<file path="src/rtl/cap_pkg.sv">
package cap_pkg;
   localparam logic [3:0] CM_OFF   = 4'b0000;
   localparam logic [3:0] CM_FALL  = 4'b0100;
   localparam logic [3:0] CM_RISE  = 4'b0101;
   localparam logic [3:0] CM_DIV4  = 4'b0110;
   localparam logic [3:0] CM_DIV16 = 4'b0111;

   function automatic logic is_capture(input logic [3:0] m);
      return m[3:2] == 2'b01;
   endfunction

   function automatic logic is_divided(input logic [3:0] m);
      return (m == CM_DIV4) || (m == CM_DIV16);
   endfunction

   // last count value before the prescaler fires
   function automatic logic [3:0] div_limit(input logic [3:0] m);
      return (m == CM_DIV16) ? 4'd15 : 4'd3;
   endfunction
endpackage

</file>
<file path="src/rtl/cap_edge.sv">
module cap_edge #(
   parameter int STAGES = 2
) (
   input  logic clk,
   input  logic rst_n,
   input  logic pin_i,
   output logic rise_o,
   output logic fall_o
);
   localparam int LAST = STAGES - 1;

   if (STAGES < 2) begin : g_bad_stages
      $error("cap_edge: STAGES must be at least 2");
   end

   logic sh [STAGES];
   logic prev_q;

   for (genvar i = 0; i < STAGES; i++) begin : g_stage
      if (i == 0) begin : g_first
         always_ff @(posedge clk or negedge rst_n)
            if (!rst_n) sh[0] <= 1'b0;
            else        sh[0] <= pin_i;
      end else begin : g_next
         always_ff @(posedge clk or negedge rst_n)
            if (!rst_n) sh[i] <= 1'b0;
            else        sh[i] <= sh[i-1];
      end
   end

   always_ff @(posedge clk or negedge rst_n)
      if (!rst_n) prev_q <= 1'b0;
      else        prev_q <= sh[LAST];

   assign rise_o = sh[LAST] & ~prev_q;
   assign fall_o = ~sh[LAST] & prev_q;
endmodule

</file>
<file path="src/rtl/cap_prescale.sv">
module cap_prescale
   import cap_pkg::*;
#(
   parameter int PS_W = 4
) (
   input  logic       clk,
   input  logic       rst_n,
   input  logic [3:0] mode_i,
   input  logic       rise_i,
   input  logic       fall_i,
   output logic       hit_o
);
   if (PS_W < 4) begin : g_bad_width
      $error("cap_prescale: PS_W must hold a count of 15");
   end

   logic [PS_W-1:0] cnt_q;
   logic            cap_on, divided, edge_seen, at_limit;

   assign cap_on    = is_capture(mode_i);
   assign divided   = is_divided(mode_i);
   assign edge_seen = (mode_i == CM_FALL) ? fall_i : rise_i;
   assign at_limit  = cnt_q >= PS_W'(div_limit(mode_i));
   assign hit_o     = cap_on && edge_seen && (!divided || at_limit);

   always_ff @(posedge clk or negedge rst_n)
      if (!rst_n)
         cnt_q <= '0;
      else if (!cap_on)
         cnt_q <= '0;
      else if (divided && edge_seen)
         cnt_q <= at_limit ? '0 : cnt_q + 1'b1;


   psc_clear_chk: assert property (@(posedge clk) disable iff (!rst_n)
      !is_capture(mode_i) |=> (cnt_q == '0));
endmodule

</file>
<file path="src/rtl/cap_latch.sv">
module cap_latch #(
   parameter int TW = 16
) (
   input  logic            clk,
   input  logic            rst_n,
   input  logic            hit_i,
   input  logic            tmr_sel_i,
   input  logic [TW-1:0]   tmr_a_i,
   input  logic [TW-1:0]   tmr_b_i,
   input  logic            flag_clr_i,
   output logic [TW/2-1:0] hi_o,
   output logic [TW/2-1:0] lo_o,
   output logic            flag_o
);
   localparam int HALF = TW / 2;

   if (TW % 2 != 0) begin : g_bad_tw
      $error("cap_latch: TW must be even");
   end

   logic          hit_q;
   logic [TW-1:0] cap_q;
   logic [TW-1:0] src;

   assign src = tmr_sel_i ? tmr_b_i : tmr_a_i;

   always_ff @(posedge clk or negedge rst_n)
      if (!rst_n) begin
         hit_q  <= 1'b0;
         cap_q  <= '0;
         flag_o <= 1'b0;
      end else begin
         hit_q <= hit_i;
         if (hit_q) cap_q <= src;
         if (hit_q)           flag_o <= 1'b1;
         else if (flag_clr_i) flag_o <= 1'b0;
      end

   assign hi_o = cap_q[TW-1:HALF];
   assign lo_o = cap_q[HALF-1:0];


   flag_sticky_chk: assert property (@(posedge clk) disable iff (!rst_n)
      (flag_o && !flag_clr_i) |=> flag_o);

   cap_latency_chk: assert property (@(posedge clk) disable iff (!rst_n)
      hit_i |=> ##1 flag_o);

   cap_hold_chk: assert property (@(posedge clk) disable iff (!rst_n)
      !hit_q |=> $stable({hi_o, lo_o}));
endmodule

</file>
<file path="src/rtl/cap_unit.sv">
module cap_unit #(
   parameter int TW          = 16,
   parameter int SYNC_STAGES = 2,
   parameter int PS_W        = 4
) (
   input  logic          clk,
   input  logic          rst_n,
   input  logic [3:0]    mode_i,
   input  logic          tmr_sel_i,
   input  logic [TW-1:0] tmr_a_i,
   input  logic [TW-1:0] tmr_b_i,
   input  logic          pin_i,
   input  logic          flag_clr_i,
   input  logic          irq_en_i,
   output logic [7:0]    cap_hi_o,
   output logic [7:0]    cap_lo_o,
   output logic          flag_o,
   output logic          irq_o
);
   if (TW != 16) begin : g_bad_top
      $error("cap_unit: byte ports need TW of 16");
   end

   logic rise, fall, hit;

   cap_edge #(.STAGES(SYNC_STAGES)) u_edge (
      .clk(clk), .rst_n(rst_n), .pin_i(pin_i),
      .rise_o(rise), .fall_o(fall)
   );

   cap_prescale #(.PS_W(PS_W)) u_psc (
      .clk(clk), .rst_n(rst_n), .mode_i(mode_i),
      .rise_i(rise), .fall_i(fall), .hit_o(hit)
   );

   cap_latch #(.TW(TW)) u_latch (
      .clk(clk), .rst_n(rst_n), .hit_i(hit), .tmr_sel_i(tmr_sel_i),
      .tmr_a_i(tmr_a_i), .tmr_b_i(tmr_b_i), .flag_clr_i(flag_clr_i),
      .hi_o(cap_hi_o), .lo_o(cap_lo_o), .flag_o(flag_o)
   );

   assign irq_o = flag_o & irq_en_i;


   irq_follow_chk: assert property (@(posedge clk) disable iff (!rst_n)
      (irq_en_i && $rose(flag_o)) |-> irq_o);
endmodule

</file>
<file path="config.mk">
export PLATFORM = sky130hd
export DESIGN_NAME = cap_unit
export DESIGN_NICKNAME = d
export VERILOG_FILES = /design/src/rtl/cap_pkg.sv /design/src/rtl/cap_edge.sv /design/src/rtl/cap_prescale.sv /design/src/rtl/cap_latch.sv /design/src/rtl/cap_unit.sv
export SDC_FILE = /design/constraint.sdc
export NUM_CORES = 1
export LEC_CHECK = 0
export ABC_AREA = 1
export BUFFER_PORTS_ARGS = -buffer_cell sky130_fd_sc_hd__buf_2
export CELL_PAD_IN_SITES_DETAIL_PLACEMENT = 1
export CELL_PAD_IN_SITES_GLOBAL_PLACEMENT = 1
export CORE_ASPECT_RATIO = 1.75
export CORE_MARGIN = 1
export CORE_UTILIZATION = 30
export CTS_CLUSTER_SIZE = 20
export DETAILED_ROUTE_END_ITERATION = 7
export PLACE_DENSITY_LB_ADDON = 0.1
export RECOVER_POWER = 25
export SETUP_SLACK_MARGIN = 0.02
export SLEW_MARGIN = 10
export SYNTH_ARGS = -nofsm -noshare
export SYNTH_HDL_FRONTEND = slang
export SYNTH_SLANG_ARGS = --single-unit
export TNS_END_PERCENT = 30
</file>
<file path="constraint.sdc">
create_clock -name clk -period 2.65 [get_ports clk]
set_input_delay 0.3975 -clock clk [delete_from_list [all_inputs] [get_ports clk]]
set_output_delay 0.3975 -clock clk [all_outputs]
set_load 0.005 [all_outputs]
</file>
# After elaboration in Yosys (flattened, before gate mapping)
# Cells that the tools add are included.
dict set report word_totals {
  reg_bits 25
  inputBits 42
  out_inout_bits 18
  word_cells 34
}
dict set report classes {
  addsub 1
  n_lt_le_gt_ge 1
  n_eq_ne 5
  mux 8
  bitwise_logic 5
  reduce_logical 7
}
# cell n
set ops {}
lappend ops {{$mux W16} 1}
lappend ops {{$mux W4} 4}
lappend ops {{$eq A4 B3 Y1 const B} 3}
lappend ops {{$add A4 B1 Y4 const B} 1}
lappend ops {{$ge A4 B4 Y1} 1}
lappend ops {{$and A1 B1 Y1} 3}
lappend ops {{$logic_and A1 B1 Y1} 3}
lappend ops {{$mux W1} 3}
lappend ops {{$eq A2 B1 Y1 const B} 1}
lappend ops {{$logic_or A1 B1 Y1} 2}
lappend ops {{$ne A2 B2 Y1 const B} 1}
lappend ops {{$not A1 Y1} 2}
lappend ops {{$reduce_bool A2 Y1} 1}
lappend ops {{$logic_not A1 Y1} 1}

# Logic depth before layout (Yosys ltp)
# Gate-level depths: netlist of run 1.
dict set report depth {
  depth_word 6
  ltp_mapped 9
}

# Cells and area by module
# Synthesis of run 1 repeated with hierarchy kept, for this count alone.
dict set report hier_totals {
  hier_cells 198
  hier_area_um2 1507.7
}
# mod n_inst cells_each area_each_um2 seq_area_each_um2
set by_module_without_submodules {}
lappend by_module_without_submodules {cap_latch 1 140 1046.0 450.4}
lappend by_module_without_submodules {cap_prescale 1 49 364.1 100.1}
lappend by_module_without_submodules {cap_edge 1 7 90.1 75.1}
lappend by_module_without_submodules {cap_unit 1 2 7.5 0.0}

# Worst setup path before layout of run 1
# OpenSTA, ideal clock, no wires.
dict set report synth_timing {
  kind {in2reg}
  from {in mode_i[2]}
  to {reg u_psc.cnt_q[2]}
  setup_time_ns 0.065
  t_arrival_ns 1.655
  required_ns 2.585
  path_slack_ns 0.930
  path_stages 9
  n_path_buf 0
  path_cell_list {inv_1 nor3b_4 nand2_1 ha_1 nand2_1 nand2_1 a21oi_1 nand4_1 nand2_1}
}
dict set report synth_via {
  elab_chain_cells 6
  word_cells_on_any_way 13
}
# element line_no
set synth_rtl {}
lappend synth_rtl {{start, declared} cap_unit.sv:8} ;# input logic [3:0] mode_i,
lappend synth_rtl {{$eq A4 B3 Y1} {cap_pkg.sv:13, cap_pkg.sv:18}}
lappend synth_rtl {{$mux W4} cap_pkg.sv:18} ;# return (m == CM_DIV16) ? 4'd15 : 4'd3;
lappend synth_rtl {{$ge A4 B4 Y1} cap_prescale.sv:23} ;# assign at_limit = cnt_q >= PS_W'(div_limit(mode_i));
lappend synth_rtl {{$mux W4} cap_prescale.sv:32} ;# cnt_q <= at_limit ? '0 : cnt_q + 1'b1;
lappend synth_rtl {{$mux W4} cap_prescale.sv:31} ;# else if (divided && edge_seen)
lappend synth_rtl {{$mux W4} cap_prescale.sv:29} ;# else if (!cap_on)
lappend synth_rtl {{end signal, assigned} cap_prescale.sv:32}
lappend synth_rtl {{end, declared} cap_prescale.sv:17} ;# logic [PS_W-1:0] cnt_q;
# Several ways; a longest one is shown, not always the timed one. The select of a mux whose other input is x is not followed.
# A chain may end at the register's enable or synchronous reset.

# Worst setup path in the final report of run 1
dict set report layout_timing {
  from {in mode_i[2]}
  to {reg u_psc.cnt_q[3]}
}
# Same word-level chain as after synthesis.

==> metrics.txt, run 1 <==
status=finished clean; Area after DPL=0.00156 sq mm; yosys warns=0; antenna viol nets, final=0; Max Root-Sink Buffers=2; Initial Util=31.3%; final design area excluding fillers=0.00160 sq mm; reg2reg setup slack=1150 ps; Synth Register Bits=25; Die Y=86.4 microns; CP max FO=6; GP Congestion=0.709; layout cells sized above 1=33.5%; FF-to-FF End=u_psc.cnt_q[3]$_DFFE_PN0P_; antenna violations before repair=0; cells on worst reg2reg path=6; power share of the sequential group=52.9%; I/O pin cnt=60; port bufs=59; Max Cap Viol=0; Internal=0.652 mW; via/cell ratio=4.87; RSZ-0062 raised after global routing=no; DRC=0; post-synthesis area per instance=8.31 sq um; DPL Wire Length=2790 microns; Reg clk slew, reported paths=90 ps; postcts setup bufs=0; GRT overflow=0; critical path class=in2reg; CTS tree=built; final number of hold-violating endpoints=0; All-Layer GR Usage=18.4%; die width=50.2 microns; die area=0.00434 sq mm; power density cells=572 mW/mm^2; # hold bufs at CTS=0; CTS resizes=0; fmax=560 MHz; Final Net Count=252; Arr. time, crit path=2000 ps; clock share of power=25.4%; setup_tns=0 ps; CTS Buf Count=3; aggregate routed wire length=3590 microns; hold path start=pin_i; Peak VDD IR=0.000291 V; Design Power=0.916 mW; min cycle time layout=1790 ps; setup violators final=0; Mapped Cells=147; worst min-delay path class=in2reg; first-pass GRT wire length=6020 microns; synth unique cells=18; clk root buf=clkbuf_8; maximum number of pins on one net before global-route repair=26; via count=1237; switching share of total power=28.8%; Switch Pwr=0.264 mW; Setup crit end kind=flip-flop; # diodes=0; drt initial violations=16; CTS sink count=25; final worst path period share=67.4%; Comb pwr share=21.8%; worst-margin pin slew=1380 ps; leakage=0.851 nW; core area=0.00390 sq mm; DR WL/cell=14.1 microns; Cell Rows=30; H-tree levels=1; WHS Endpoint=u_edge.sh[1]$_DFF_PN0_; CP Data Required Time=2860 ps; crit path launch type=primary input; post-synthesis sequential area ratio=51.2%; Worst Hold Depth=1; drt first pass iters=2; clk_lat worst skew=270 ps; Syn Std Cell Area=0.00122 sq mm; Pins Over Slew Limit=0; vias in the first global route=1324; Worst R2R Start=u_psc.cnt_q[3]$_DFFE_PN0P_; syn_nets=192; Area Growth Syn to Fin=31.1%; Clock Skew=3.09 ps; Worst slew margin=7.77%
-- area by class of cell --
cell class,count,area (sq um)
Clock inverter,1,5.00
Inverter,12,45.0
Timing Repair Buffer,59,294
Fill cell,523,2300
Multi-Input combinational cell,106,531
Sequential cell,25,626
Clock buffer,3,41.3
Tap cell,48,60.1
-- state kept, by name, indices dropped and copies added, names as in the netlist --
| register | flops |
|---|---|
| u_edge.prev_q | 1 |
| u_edge.sh | 2 |
| u_latch.cap_q | 16 |
| u_latch.flag_o | 1 |
| u_latch.hit_q | 1 |
| u_psc.cnt_q | 4 |
-- worst max-delay path, stage by stage --
cell	delay, ps
buf_2	80
inv_1	80
nor3b_4	310
nand2_1	140
ha_1	310
nand2_1	70
nand2_1	40
a21oi_1	320
nand4_1	150
nand2_1	90
-- cell families after synthesis --
family	after synthesis	synth area share, %
AO/OA/AOI/OAI	35	14.3
XOR/XNOR	1	0.717
adder cells (fa/ha/maj)	3	3.07
buffers and inverters	16	5.33
flip-flops	25	51.2
AND/OR/NAND/NOR	67	25.3
-- through the flow --
step / hold slack (ps) / utilization (%) / worst slack (ps) / cells
6_report: 244 / 41.0 / 863 / 254
5_1_grt: 237 / 41.0 / 708 / 254
4_1_cts: 140 / 41.1 / 854 / 254
3_5_place_dp: 341 / 39.9 / 559 / 250
3_3_place_gp: 341 / 39.9 / 688 / 250
2_1_floorplan: 102 / - / 930 / 147
-- synthesized netlist by cell type --
cell,number,area share (%)
ha_1,3,3.1
nor2_1,19,5.8
nand3_1,6,2.5
xor2_1,1,0.72
nor2_4,1,0.92
dfrtp_1,25,51
nand3_2,2,1.6
clkbuf_2,1,0.41
inv_2,2,0.61
nor3b_4,1,1.5
buf_2,3,1.2
nand2_2,1,0.51
nand4_1,5,2.6
nand2_1,32,9.8
o21ai_1,10,4.1
o21ai_0,23,9.4
a21oi_1,2,0.82
inv_1,10,3.1
-- worst max path at each step --
| stage | from | endpoint | slack [ps] |
|---|---|---|---|
| floorplan | mode_i[2] | u_psc.cnt_q[2]$_DFFE_PN0P_ | 930 |
| global placement | mode_i[2] | u_psc.cnt_q[3]$_DFFE_PN0P_ | 690 |
| detailed placement | mode_i[2] | u_psc.cnt_q[3]$_DFFE_PN0P_ | 560 |
| CTS | mode_i[2] | u_psc.cnt_q[2]$_DFFE_PN0P_ | 850 |
| global route | mode_i[2] | u_psc.cnt_q[2]$_DFFE_PN0P_ | 710 |
| finish | mode_i[2] | u_psc.cnt_q[3]$_DFFE_PN0P_ | 860 |
-- power groups by stage --
stage | sequential [mW] | combinational [mW] | clock [mW]
2_1_floorplan | 0.496 | 0.0746 | 0
3_3_place_gp | 0.489 | 0.197 | 0
3_5_place_dp | 0.491 | 0.207 | 0
4_1_cts | 0.486 | 0.206 | 0.242
5_1_grt | 0.495 | 0.232 | 0.254
6_report | 0.485 | 0.199 | 0.233
-- cell usage in the layout, fill, tap and decap left out, drive strengths merged --
master  synthesis  layout
o21ai          33      33
nand4           5       5
nor3b           1       1
a21oi           2       2
xor2            1       1
nand2          33      33
ha              3       3
clkinv          0       1
clkbuf          1       4
dfrtp          25      25
nor2           20      20
buf             3      58
inv            12      12
nand3           8       8
-- per-layer routing --
layer	global-route usage, %	vias up	part of all wire, %
li1	-	600	-
met1	19.2	605	37
met2	35.6	30	59
met3	2.81	2	3.1
met4	6.23	0	0.75
met5	0	-	0
No activity file was read; power rests on OpenSTA's default activity.
==> inputs of run 2 (changes only) <==
Settings changed: CORE_UTILIZATION 30 to 28.
Clock period 2.65 ns to 1.6 ns, I/O delays scaled along.
==> run 2 against run 1 <==
Clock power increased by 59%. Sequential power increased by 65%. Critical path depth decreased by 3. Via count decreased by 0.49%. Sequential share of layout area decreased by 0.98 points. Combinational power increased by 70%.
==> metrics.txt, run 2 (synthesized netlist as in run 1, its figures left out) <==
GR Layer Usage met1=18.3% (-0.95 points); CTS Buf Count=3 (unchanged); CTS sink count=25 (unchanged); Regs by FF count=u_latch.cap_q x16, u_psc.cnt_q x4, u_edge.sh x2; die width=51.9 microns (+3.4%); Final WS setup=230 ps (-633 ps); CTS resizes=0 (unchanged); Final Net Count=257 (+2.0%); worst-margin pin slew=652 ps (-732 ps); # hold bufs at CTS=1 (+1); via/cell ratio=4.73 (-2.8%); die area=0.00464 sq mm (+6.9%); Clock Skew=2.88 ps (-0.207 ps); leakage=0.875 nW (+2.8%); min cycle time layout=1370 ps; final non-filler cell total=260 (+2.4%); DRC=0 (unchanged); clk_lat worst skew=260 ps (about the same); setup_tns=0 ps (unchanged); cells on worst reg2reg path=7 (+1); H-tree levels=1 (unchanged); Setup crit end kind=flip-flop; CP Data Required Time=1810 ps (-1050 ps); Area Growth Syn to Fin=34.5%; All-Layer GR Usage=16.9% (-1.5 points); CTS tree=built; Design Power=1.51 mW (+65%); Worst Hold Depth=1 (unchanged); Arr. time, crit path=1580 ps (-420 ps); Peak VDD IR=0.000458 V (+57%); GP Congestion=0.744 (+5.0%); power density cells=918 mW/mm^2 (+60%); Most Frequent Cell on Critical Path=nand2_1; status=finished clean; Place WS=-8.15 ps (-567 ps); RSZ-0062 raised after global routing=no; vias in the first global route=1362 (+2.9%); placed cell count=255 (+2.0%); power share of the sequential group=53.1% (+0.2 points); Pins Over Slew Limit=0 (unchanged); postcts setup bufs=0 (unchanged); via count=1231 (-0.49%); M2 GR Usage=32.3% (-3.4 points); DR WL/cell=13.4 microns (-5.0%); worst min-delay path class=in2reg; max FFs per register=16 (unchanged); crit path launch type=flip-flop; commonest non-fill, non-tap cell in the layout=buf_2; slowest CP cell=dfrtp_1; Internal=1.09 mW (+67%); port bufs=59 (unchanged); most used routing layer=met2; WHS Endpoint=u_edge.sh[1]$_DFF_PN0_; FF-to-FF End=u_psc.cnt_q[3]$_DFFE_PN0P_; final worst path period share=85.6%; hold path start=pin_i; clock share of power=24.5% (-0.9 points); maximum number of pins on one net before global-route repair=26 (unchanged); GRT overflow=0 (unchanged); most frequent cells in the layout=buf_2 (58), nand2_1 (32), dfrtp_1 (25); Cell Rows=31 (+3.3%); critical path's largest stage delay=430 ps (+110 ps); core area=0.00415 sq mm (+6.3%); aggregate routed wire length=3490 microns (-2.7%); switching share of total power=27.8% (-1.0 points); Max Root-Sink Buffers=2 (unchanged); clk root buf=clkbuf_8; Top Family by Delay on Critical Path=flip-flops; layout cells sized above 1=34.1% (+0.63 points); met3 Use GR=1.70% (-1.1 points); Reg clk slew, reported paths=80 ps (about the same); Largest Register=u_latch.cap_q; setup violators final=0 (unchanged); CP max FO=5 (-1); antenna viol nets, final=0 (unchanged); Comb pwr share=22.4% (+0.6 points); CP cell instances=ha_1 > nand2_1 > nand2_1 > a21oi_1 > buf_4 > nand4_1 > nand2_1; Worst R2R Start=u_psc.cnt_q[3]$_DFFE_PN0P_; fmax=730 MHz; drt first pass iters=4 (+2); CP Buf/Inv Count=1 (-1); first-pass GRT wire length=5950 microns (-1.1%); antenna violations before repair=0 (unchanged); DPL Wire Length=2760 microns (-1.2%); Initial Util=29.4% (-1.9 points); I/O pin cnt=60 (unchanged); final number of hold-violating endpoints=0 (unchanged); Switch Pwr=0.419 mW (+59%); drt initial violations=10 (-6); Worst slew margin=56.6% (+49 points); Max Cap Viol=0 (unchanged); # diodes=0 (unchanged); critical path class=reg2reg; Die Y=89.4 microns (+3.4%); reg2reg setup slack=230 ps (-920 ps)
run 2: worst max-delay path by stage:
stage,from,endpoint,cells past startpoint
2_1_floorplan,mode_i[2],u_psc.cnt_q[2]$_DFFE_PN0P_,9
3_3_place_gp,mode_i[3],u_psc.cnt_q[1]$_DFFE_PN0P_,10
3_5_place_dp,mode_i[3],u_psc.cnt_q[3]$_DFFE_PN0P_,10
4_1_cts,u_psc.cnt_q[3]$_DFFE_PN0P_,u_psc.cnt_q[3]$_DFFE_PN0P_,7
5_1_grt,u_psc.cnt_q[2]$_DFFE_PN0P_,u_psc.cnt_q[1]$_DFFE_PN0P_,7
6_report,u_psc.cnt_q[3]$_DFFE_PN0P_,u_psc.cnt_q[3]$_DFFE_PN0P_,7
run 2: per-stage QoR:
| step | hold slack, ps | instance area, sq um | utilization [%] |
|---|---|---|---|
| final | 78.7 | 1640 | 39.6 |
| after global routing | 65.8 | 1640 | 39.6 |
| after CTS | 70.4 | 1640 | 39.6 |
| after detailed placement | 274 | 1590 | 38.3 |
| after global placement | 269 | 1590 | 38.3 |
| after floorplan | -55.6 | 1220 | - |
run 2: power groups by stage:
stage	registers (mW)	logic (mW)	clock network [mW]
2_1_floorplan	0.821	0.124	0
3_3_place_gp	0.809	0.338	0
3_5_place_dp	0.814	0.349	0
4_1_cts	0.803	0.351	0.388
5_1_grt	0.815	0.388	0.411
6_report	0.801	0.338	0.370
run 2: cell type report:
type | count | area, sq um
fillers | 524 | 2510
repair buffers | 64 | 335
clock buffers | 4 | 45.0
inverters | 12 | 45.0
well taps | 49 | 61.3
flip-flops and latches | 25 | 626
multi-input cells | 106 | 531
run 2: worst register-to-register path: cells and delay by family (launching register included):
kind | cells | cell delay [ps]
fa+ha+maj | 1 | 330
flops | 1 | 430
buf+inv | 1 | 150
compound gates | 1 | 110
simple gates | 4 | 300
run 2: metal layers:
| metal | wire length (microns) | vias to the layer above |
|---|---|---|
| li1 | - | 614 |
| met1 | 1320 | 578 |
| met2 | 2010 | 35 |
| met3 | 127 | 4 |
| met4 | 42 | 0 |
| met5 | 0 | - |
